$ cat src/rtl/irtx_pkg.sv
// Shared types and code table for the infrared packet transmitter.
package irtx_pkg;

    // Sequencer phases: idle, carrier mark, symbol space, inter-packet gap.
    typedef enum logic [1:0] {
        ST_IDLE  = 2'd0,
        ST_MARK  = 2'd1,
        ST_SPACE = 2'd2,
        ST_GAP   = 2'd3
    } irtx_state_e;

    localparam int unsigned BTN_COUNT = 4;
    localparam int unsigned CODE_W    = 3;
    localparam int unsigned LAST_SYM  = 7;

    // Payload code assigned to each button index.
    function automatic logic [CODE_W-1:0] irtx_code(input logic [1:0] idx);
        case (idx)
            2'd0:    return 3'b001;
            2'd1:    return 3'b100;
            2'd2:    return 3'b101;
            default: return 3'b111;
        endcase
    endfunction

endpackage

$ cat src/rtl/irtx_scan.sv
// Button scan: reports whether any button is high and the index of the
// lowest-numbered one. Assumes inputs are already synchronous and clean.
module irtx_scan
    import irtx_pkg::*;
(
    input  logic [BTN_COUNT-1:0] btn_i,
    output logic                 any_o,
    output logic [1:0]           idx_o
);

    // Fixed-priority encode, lowest index wins.
    always_comb begin
        any_o = |btn_i;
        idx_o = 2'd0;
        for (int i = BTN_COUNT - 1; i >= 0; i--) begin
            if (btn_i[i]) idx_o = 2'(i);
        end
    end

endmodule

$ cat src/rtl/irtx_tick.sv
// Time-base divider: pulses tick_o once every DIV clocks. While clr_i is
// high the count is held at zero, so the first tick after clr_i drops
// arrives exactly DIV cycles later.
module irtx_tick #(
    parameter int unsigned DIV = 800
) (
    input  logic clk,
    input  logic rst_n,
    input  logic clr_i,
    output logic tick_o
);

    localparam int unsigned W = (DIV > 1) ? $clog2(DIV) : 1;
    localparam logic [W-1:0] LAST = W'(DIV - 1);

    logic [W-1:0] cnt_q;

    assign tick_o = (cnt_q == LAST);

    // Count clocks, wrapping at the tick boundary.
    always_ff @(posedge clk) begin
        if (!rst_n || clr_i)  cnt_q <= '0;
        else if (tick_o)      cnt_q <= '0;
        else                  cnt_q <= cnt_q + 1'b1;
    end

endmodule

$ cat src/rtl/irtx_carrier.sv
// Carrier generator: a square wave that toggles every HALF clocks while
// en_i is high. The phase is rearmed high whenever en_i is low, so every
// mark starts with a full high half-period. The output is forced low
// outside marks.
module irtx_carrier #(
    parameter int unsigned HALF = 105
) (
    input  logic clk,
    input  logic rst_n,
    input  logic en_i,
    output logic out_o
);

    localparam int unsigned W = (HALF > 1) ? $clog2(HALF) : 1;
    localparam logic [W-1:0] LAST = W'(HALF - 1);

    logic [W-1:0] cnt_q;
    logic         ph_q;

    assign out_o = en_i && ph_q;

    // Half-period counter and phase flop, rearmed outside marks.
    always_ff @(posedge clk) begin
        if (!rst_n || !en_i) begin
            cnt_q <= '0;
            ph_q  <= 1'b1;
        end else if (cnt_q == LAST) begin
            cnt_q <= '0;
            ph_q  <= ~ph_q;
        end else begin
            cnt_q <= cnt_q + 1'b1;
        end
    end

endmodule

$ cat src/rtl/irtx_seq.sv
// Symbol sequencer. It latches the chosen button and its code when idle,
// then walks eight marks (header, three bits, three complements, stop) with
// the spaces between them, followed by the inter-packet gap. At the end of
// the gap it repeats only if the latched button is still high.
// Assumes tick_i comes from a divider that is cleared while idle.
module irtx_seq
    import irtx_pkg::*;
#(
    parameter int unsigned MARK_TICKS       = 6,
    parameter int unsigned HDR_SPACE_TICKS  = 30,
    parameter int unsigned ZERO_SPACE_TICKS = 20,
    parameter int unsigned ONE_SPACE_TICKS  = 10,
    parameter int unsigned GAP_TICKS        = 200
) (
    input  logic                 clk,
    input  logic                 rst_n,
    input  logic                 tick_i,
    input  logic                 req_i,
    input  logic [1:0]           req_idx_i,
    input  logic [BTN_COUNT-1:0] btn_i,
    output logic                 mark_o,
    output logic                 busy_o,
    output logic                 tick_clr_o,
    output logic [CODE_W-1:0]    code_o
);

    localparam int unsigned MAX_A = (MARK_TICKS > HDR_SPACE_TICKS) ? MARK_TICKS : HDR_SPACE_TICKS;
    localparam int unsigned MAX_B = (ZERO_SPACE_TICKS > ONE_SPACE_TICKS) ? ZERO_SPACE_TICKS : ONE_SPACE_TICKS;
    localparam int unsigned MAX_C = (MAX_A > MAX_B) ? MAX_A : MAX_B;
    localparam int unsigned MAX_T = (MAX_C > GAP_TICKS) ? MAX_C : GAP_TICKS;
    localparam int unsigned SEG_W = $clog2(MAX_T + 1);

    irtx_state_e         state_q;
    logic [2:0]          sym_q;
    logic [SEG_W-1:0]    seg_q;
    logic [1:0]          sel_q;
    logic [CODE_W-1:0]   code_q;
    logic                bit_val;
    logic [SEG_W-1:0]    seg_len;
    logic                seg_done;

    // Bit carried by the current data symbol: true bits, then complements.
    always_comb begin
        case (sym_q)
            3'd1:    bit_val = code_q[0];
            3'd2:    bit_val = code_q[1];
            3'd3:    bit_val = code_q[2];
            3'd4:    bit_val = ~code_q[0];
            3'd5:    bit_val = ~code_q[1];
            3'd6:    bit_val = ~code_q[2];
            default: bit_val = 1'b0;
        endcase
    end

    // Length in ticks of the segment now in progress.
    always_comb begin
        case (state_q)
            ST_MARK:  seg_len = SEG_W'(MARK_TICKS);
            ST_SPACE: seg_len = (sym_q == 3'd0) ? SEG_W'(HDR_SPACE_TICKS)
                              : (bit_val ? SEG_W'(ONE_SPACE_TICKS) : SEG_W'(ZERO_SPACE_TICKS));
            ST_GAP:   seg_len = SEG_W'(GAP_TICKS);
            default:  seg_len = SEG_W'(1);
        endcase
    end

    assign seg_done = tick_i && (seg_q == seg_len - 1'b1);

    // Phase, symbol and tick-count progression.
    always_ff @(posedge clk) begin
        if (!rst_n) begin
            state_q <= ST_IDLE;
            sym_q   <= 3'd0;
            seg_q   <= '0;
            sel_q   <= 2'd0;
            code_q  <= '0;
        end else begin
            case (state_q)
                ST_IDLE: begin
                    seg_q <= '0;
                    if (req_i) begin
                        state_q <= ST_MARK;
                        sym_q   <= 3'd0;
                        sel_q   <= req_idx_i;
                        code_q  <= irtx_code(req_idx_i);
                    end
                end
                ST_MARK: begin
                    if (seg_done) begin
                        seg_q   <= '0;
                        state_q <= (sym_q == 3'(LAST_SYM)) ? ST_GAP : ST_SPACE;
                    end else if (tick_i) begin
                        seg_q <= seg_q + 1'b1;
                    end
                end
                ST_SPACE: begin
                    if (seg_done) begin
                        seg_q   <= '0;
                        sym_q   <= sym_q + 3'd1;
                        state_q <= ST_MARK;
                    end else if (tick_i) begin
                        seg_q <= seg_q + 1'b1;
                    end
                end
                default: begin
                    if (seg_done) begin
                        seg_q <= '0;
                        sym_q <= 3'd0;
                        state_q <= btn_i[sel_q] ? ST_MARK : ST_IDLE;
                    end else if (tick_i) begin
                        seg_q <= seg_q + 1'b1;
                    end
                end
            endcase
        end
    end

    assign mark_o     = (state_q == ST_MARK);
    assign busy_o     = (state_q != ST_IDLE);
    assign tick_clr_o = (state_q == ST_IDLE);
    assign code_o     = code_q;

endmodule

$ cat src/rtl/ir_pulse_tx.sv
// Top level of the infrared pulse-distance packet transmitter. It ties
// together the button scan, the 100 us time base, the symbol sequencer and
// the carrier generator. Assumes clean, synchronous button inputs.
module ir_pulse_tx #(
    parameter int unsigned CARRIER_HALF     = 105,
    parameter int unsigned TICK_DIV         = 800,
    parameter int unsigned MARK_TICKS       = 6,
    parameter int unsigned HDR_SPACE_TICKS  = 30,
    parameter int unsigned ZERO_SPACE_TICKS = 20,
    parameter int unsigned ONE_SPACE_TICKS  = 10,
    parameter int unsigned GAP_TICKS        = 200
) (
    input  logic       clk,
    input  logic       rst_n,
    input  logic [3:0] btn_i,
    output logic       ir_o,
    output logic       busy_o
);

    logic       any_btn;
    logic [1:0] any_idx;
    logic       tick;
    logic       tick_clr;
    logic       mark;
    logic [2:0] code;

    irtx_scan u_scan (
        .btn_i (btn_i),
        .any_o (any_btn),
        .idx_o (any_idx)
    );

    irtx_tick #(.DIV(TICK_DIV)) u_tick (
        .clk    (clk),
        .rst_n  (rst_n),
        .clr_i  (tick_clr),
        .tick_o (tick)
    );

    irtx_seq #(
        .MARK_TICKS       (MARK_TICKS),
        .HDR_SPACE_TICKS  (HDR_SPACE_TICKS),
        .ZERO_SPACE_TICKS (ZERO_SPACE_TICKS),
        .ONE_SPACE_TICKS  (ONE_SPACE_TICKS),
        .GAP_TICKS        (GAP_TICKS)
    ) u_seq (
        .clk        (clk),
        .rst_n      (rst_n),
        .tick_i     (tick),
        .req_i      (any_btn),
        .req_idx_i  (any_idx),
        .btn_i      (btn_i),
        .mark_o     (mark),
        .busy_o     (busy_o),
        .tick_clr_o (tick_clr),
        .code_o     (code)
    );

    irtx_carrier #(.HALF(CARRIER_HALF)) u_carrier (
        .clk   (clk),
        .rst_n (rst_n),
        .en_i  (mark),
        .out_o (ir_o)
    );

endmodule

$ cat config.mk
export PLATFORM = sky130hd
export DESIGN_NAME = ir_pulse_tx
export DESIGN_NICKNAME = d
export VERILOG_FILES = /design/src/rtl/irtx_pkg.sv /design/src/rtl/irtx_scan.sv /design/src/rtl/irtx_tick.sv /design/src/rtl/irtx_carrier.sv /design/src/rtl/irtx_seq.sv /design/src/rtl/ir_pulse_tx.sv
export SDC_FILE = /design/constraint.sdc
export NUM_CORES = 1
export LEC_CHECK = 0
export BUFFER_PORTS_ARGS = -buffer_cell sky130_fd_sc_hd__buf_4
export CAP_MARGIN = 20
export CORE_ASPECT_RATIO = 0.7
export CORE_UTILIZATION = 45
export CTS_BUF_LIST = sky130_fd_sc_hd__clkbuf_8
export CTS_CLUSTER_SIZE = 28
export DETAILED_ROUTE_END_ITERATION = 10
export SYNTH_ARGS = -nofsm -noshare
export SYNTH_HDL_FRONTEND = slang
export SYNTH_SLANG_ARGS = --single-unit
$ cat constraint.sdc
create_clock -name clk -period 2.9 [get_ports clk]
set_input_delay 0.145 -clock clk [delete_from_list [all_inputs] [get_ports clk]]
set_output_delay 0.145 -clock clk [all_outputs]
set_load 0.1 [all_outputs]
==> results.tsv <==
metric	value	unit
Adder-Cell Fraction of Synth Area	6.83	%
Syn Nets	240	
max-cap viol count	0	
crit end category	register	
critical-path cell list	inv_4 -> ha_4 -> nand2b_4 -> and4_4 -> a221oi_4 -> nor2_1 -> ha_1 -> xnor2_2 -> nor3_1 -> o211ai_1 -> mux2_4 -> nor3b_4 -> o22ai_1	
#FFs+latches synth	36	
worst hold-check path type	input pin to register	
DP Wirelength	3220	um
outcome	finished, final reports clean	
CTS root buf	clkbuf_8	
post-place setup slack	0.0399	ns
fraction of synthesized area in multiplexers	2.17	%
R2R Path End	u_seq.sym_q[2]	
Worst-Skew Late Latency	0.29	ns
min setup slack post-route	0.0288	ns
per-cell routed wire length	15.6	um
initial antenna violation count	0	
largest net degree at the start of global routing	13	
P_leak	0.892	nW
worst reg2reg setup slack	0.03	ns
Layout Area Growth over Synthesis	18.9	%
Final Hold Viols	0	
DRC	0	
Die Footprint	4750	um2
hold path depth	2	
Slew headroom	64.6	%
Slew Viols, Final	0	
Inserted Clock Buffers	5	
Pre-Repair DR Iteration Count	4	
cells on worst reg2reg path	13	
ports placed on the boundary	8	
synthesized area per cell	9.03	um2
Die H	58.0	um
CTS clock-pin slew for the worst setup and hold paths	0.08	ns
first-pass GRT wire length	7400	um
CP peak stage delay	0.38	ns
core area	4110	um2
TritonCTS clock tree	built	
CP max stage cell	dfxtp_4	
Setup Skew	0.00571	ns
vias in the first global route	1545	
Design Power	0.000968	W
Compound-Gate Fraction of Synth Area	11.8	%
DP Cell Count	280	
most frequent cells in the layout	33 x dfxtp_1, 27 x nor2_1, 16 x xor2_1, 16 x buf_4, 13 x nand2_1	
VDD IR max	0.000272	V
commonest non-fill, non-tap cell in the layout	dfxtp_1	
worst-margin pin slew	0.530	ns
post-synthesis sequential area ratio	35.8	%
crit-path max FO	4	
simple-gate share of the synthesized area	28.3	%
worst reg2reg startpoint	u_seq.sym_q[1]	
number of clock sinks	36	
GP Congestion	0.813	
Period Utilization, post-route	99.0	%
Max clock buf depth	2	
critical path startpoint category	register	
number of enable flip-flop cells after synthesis	0	
CP Data Required Time	3.08	ns
yosys warns	0	
fin nets	258	
vias per inst	5.76	
Power Density	404	nW/um2
Buffers on Ports	7	
ys async rst share	0	%
final setup vio count	0	
Antenna diodes	0	
CTS Hold Buffers Added	0	
H-tree Lvls	2	
Final Instance Count excl. Fillers	294	
hold endpoint	u_carrier.ph_q	
Max Clk Rate	348	MHz
Layout Utilization	58.2	%
routed wire length	4580	um
Post-Synth XOR/XNOR Area	10.9	%
Main synth FF type	dfxtp_1	
main combinational cell family by area after synthesis	simple AND/OR/NAND/NOR gates	
cell count after synthesis	223	
CP Data Arrival Time	3.05	ns
Die Wd	82.0	um
share of post-route cells with drive strength above 1	25.6	%
DRT iter0 DRCs	102	
Final Critical Period	2.87	ns
Rows	19	
Cell Area, Synth	2010	um2
initial core utilization	49.0	%
Routed Antenna Nets	0	
critical path type	register to register	
GRT overflow	0	
hold path start	rst_n	
GRT Total Usage	20.9	%
Synth cell types	52	
vias post-DR	1693	
synthesized netlist by cell type, drive strengths merged (4+ instances only):
library cell | count | area share, %
nand4 | 6 | 1.9
a21oi | 7 | 1.7
nor2 | 28 | 5.6
nand3 | 9 | 2.2
ha | 11 | 6.8
nand2b | 4 | 1.2
xnor2 | 9 | 3.9
xor2 | 16 | 7.0
inv | 14 | 2.6
o21ai | 6 | 1.5
dfxtp | 36 | 36
o22ai | 5 | 1.9
and3 | 7 | 2.2
nand2 | 14 | 2.6
nor3 | 13 | 5.5
state kept, by name (all words and copies together) (netlist names):
signal,flops
u_carrier.cnt_q,7
u_carrier.ph_q,1
u_seq.code_o,3
u_seq.seg_q,8
u_seq.sel_q,2
u_seq.state_q,2
u_seq.sym_q,3
u_tick.cnt_q,10
logic make-up after synthesis:
group | count (synthesis)
muxes | 3
xor gates and xnor gates | 25
AOI/OAI and AO/OA | 31
adders and majority gates | 11
buffers and inverters | 19
and+or+nand+nor | 98
DFF | 36
through the flow:
step / hold WS (ns) / TNS [ns] / cell area, um2
3_3_place_gp: 0.388 / 0 / 2120
2_1_floorplan: 0.217 / 0 / 2010
6_report: 0.0922 / 0 / 2390
3_5_place_dp: 0.391 / 0 / 2120
5_1_grt: 0.0824 / -0.0745 / 2390
4_1_cts: 0.0841 / 0 / 2210
how the worst max path moves through the flow:
stage              startpoint                to  slack (ns)  depth (start not counted)
2_1_floorplan  u_seq.sym_q[0]  u_seq.state_q[0]        0.29                         13
3_3_place_gp   u_seq.sym_q[0]  u_seq.state_q[0]        0.18                         12
3_5_place_dp   u_seq.sym_q[0]    u_seq.sym_q[2]        0.04                         13
4_1_cts        u_seq.sym_q[0]    u_seq.sym_q[2]        0.03                         13
5_1_grt        u_seq.sym_q[1]    u_seq.sym_q[2]       -0.04                         13
6_report       u_seq.sym_q[1]    u_seq.sym_q[2]        0.03                         13
cell type report:
class,instances,area (um2)
flip-flops and latches,36,729
repair buffers,16,120
fillers,355,1720
multi-input cells,168,1340
inverters,14,57.6
well taps,52,65.1
clock buffers,5,68.8
clock inverters,3,18.8
repair_timing:
item	in CTS	in global routing
endpoints found under the setup margin	0	13
resized for setup	0	29
buffers inserted	0	6
power by group:
group,internal [W],switching (W)
sequential,0.000501,0.0000111
combinational,0.0000374,0.0000627
clock,0.000167,0.000189
layer usage:
layer	share of wire, %	GRT usage, %	wire [um]
met1	49	30.3	2260
met2	44	29.9	2030
met3	5.6	6.61	257
met4	0.92	5.26	42
met5	0	0	0
worst max-delay path, delay by kind of cell, from the launching register on:
family | cells | cell delay, ns
compound gates | 3 | 0.57
xor+xnor | 1 | 0.15
fa+ha+maj | 2 | 0.46
buf+inv | 1 | 0.08
flops | 1 | 0.38
mux | 1 | 0.34
simple gates | 5 | 0.75
No activity file was read; power rests on OpenSTA's default activity.
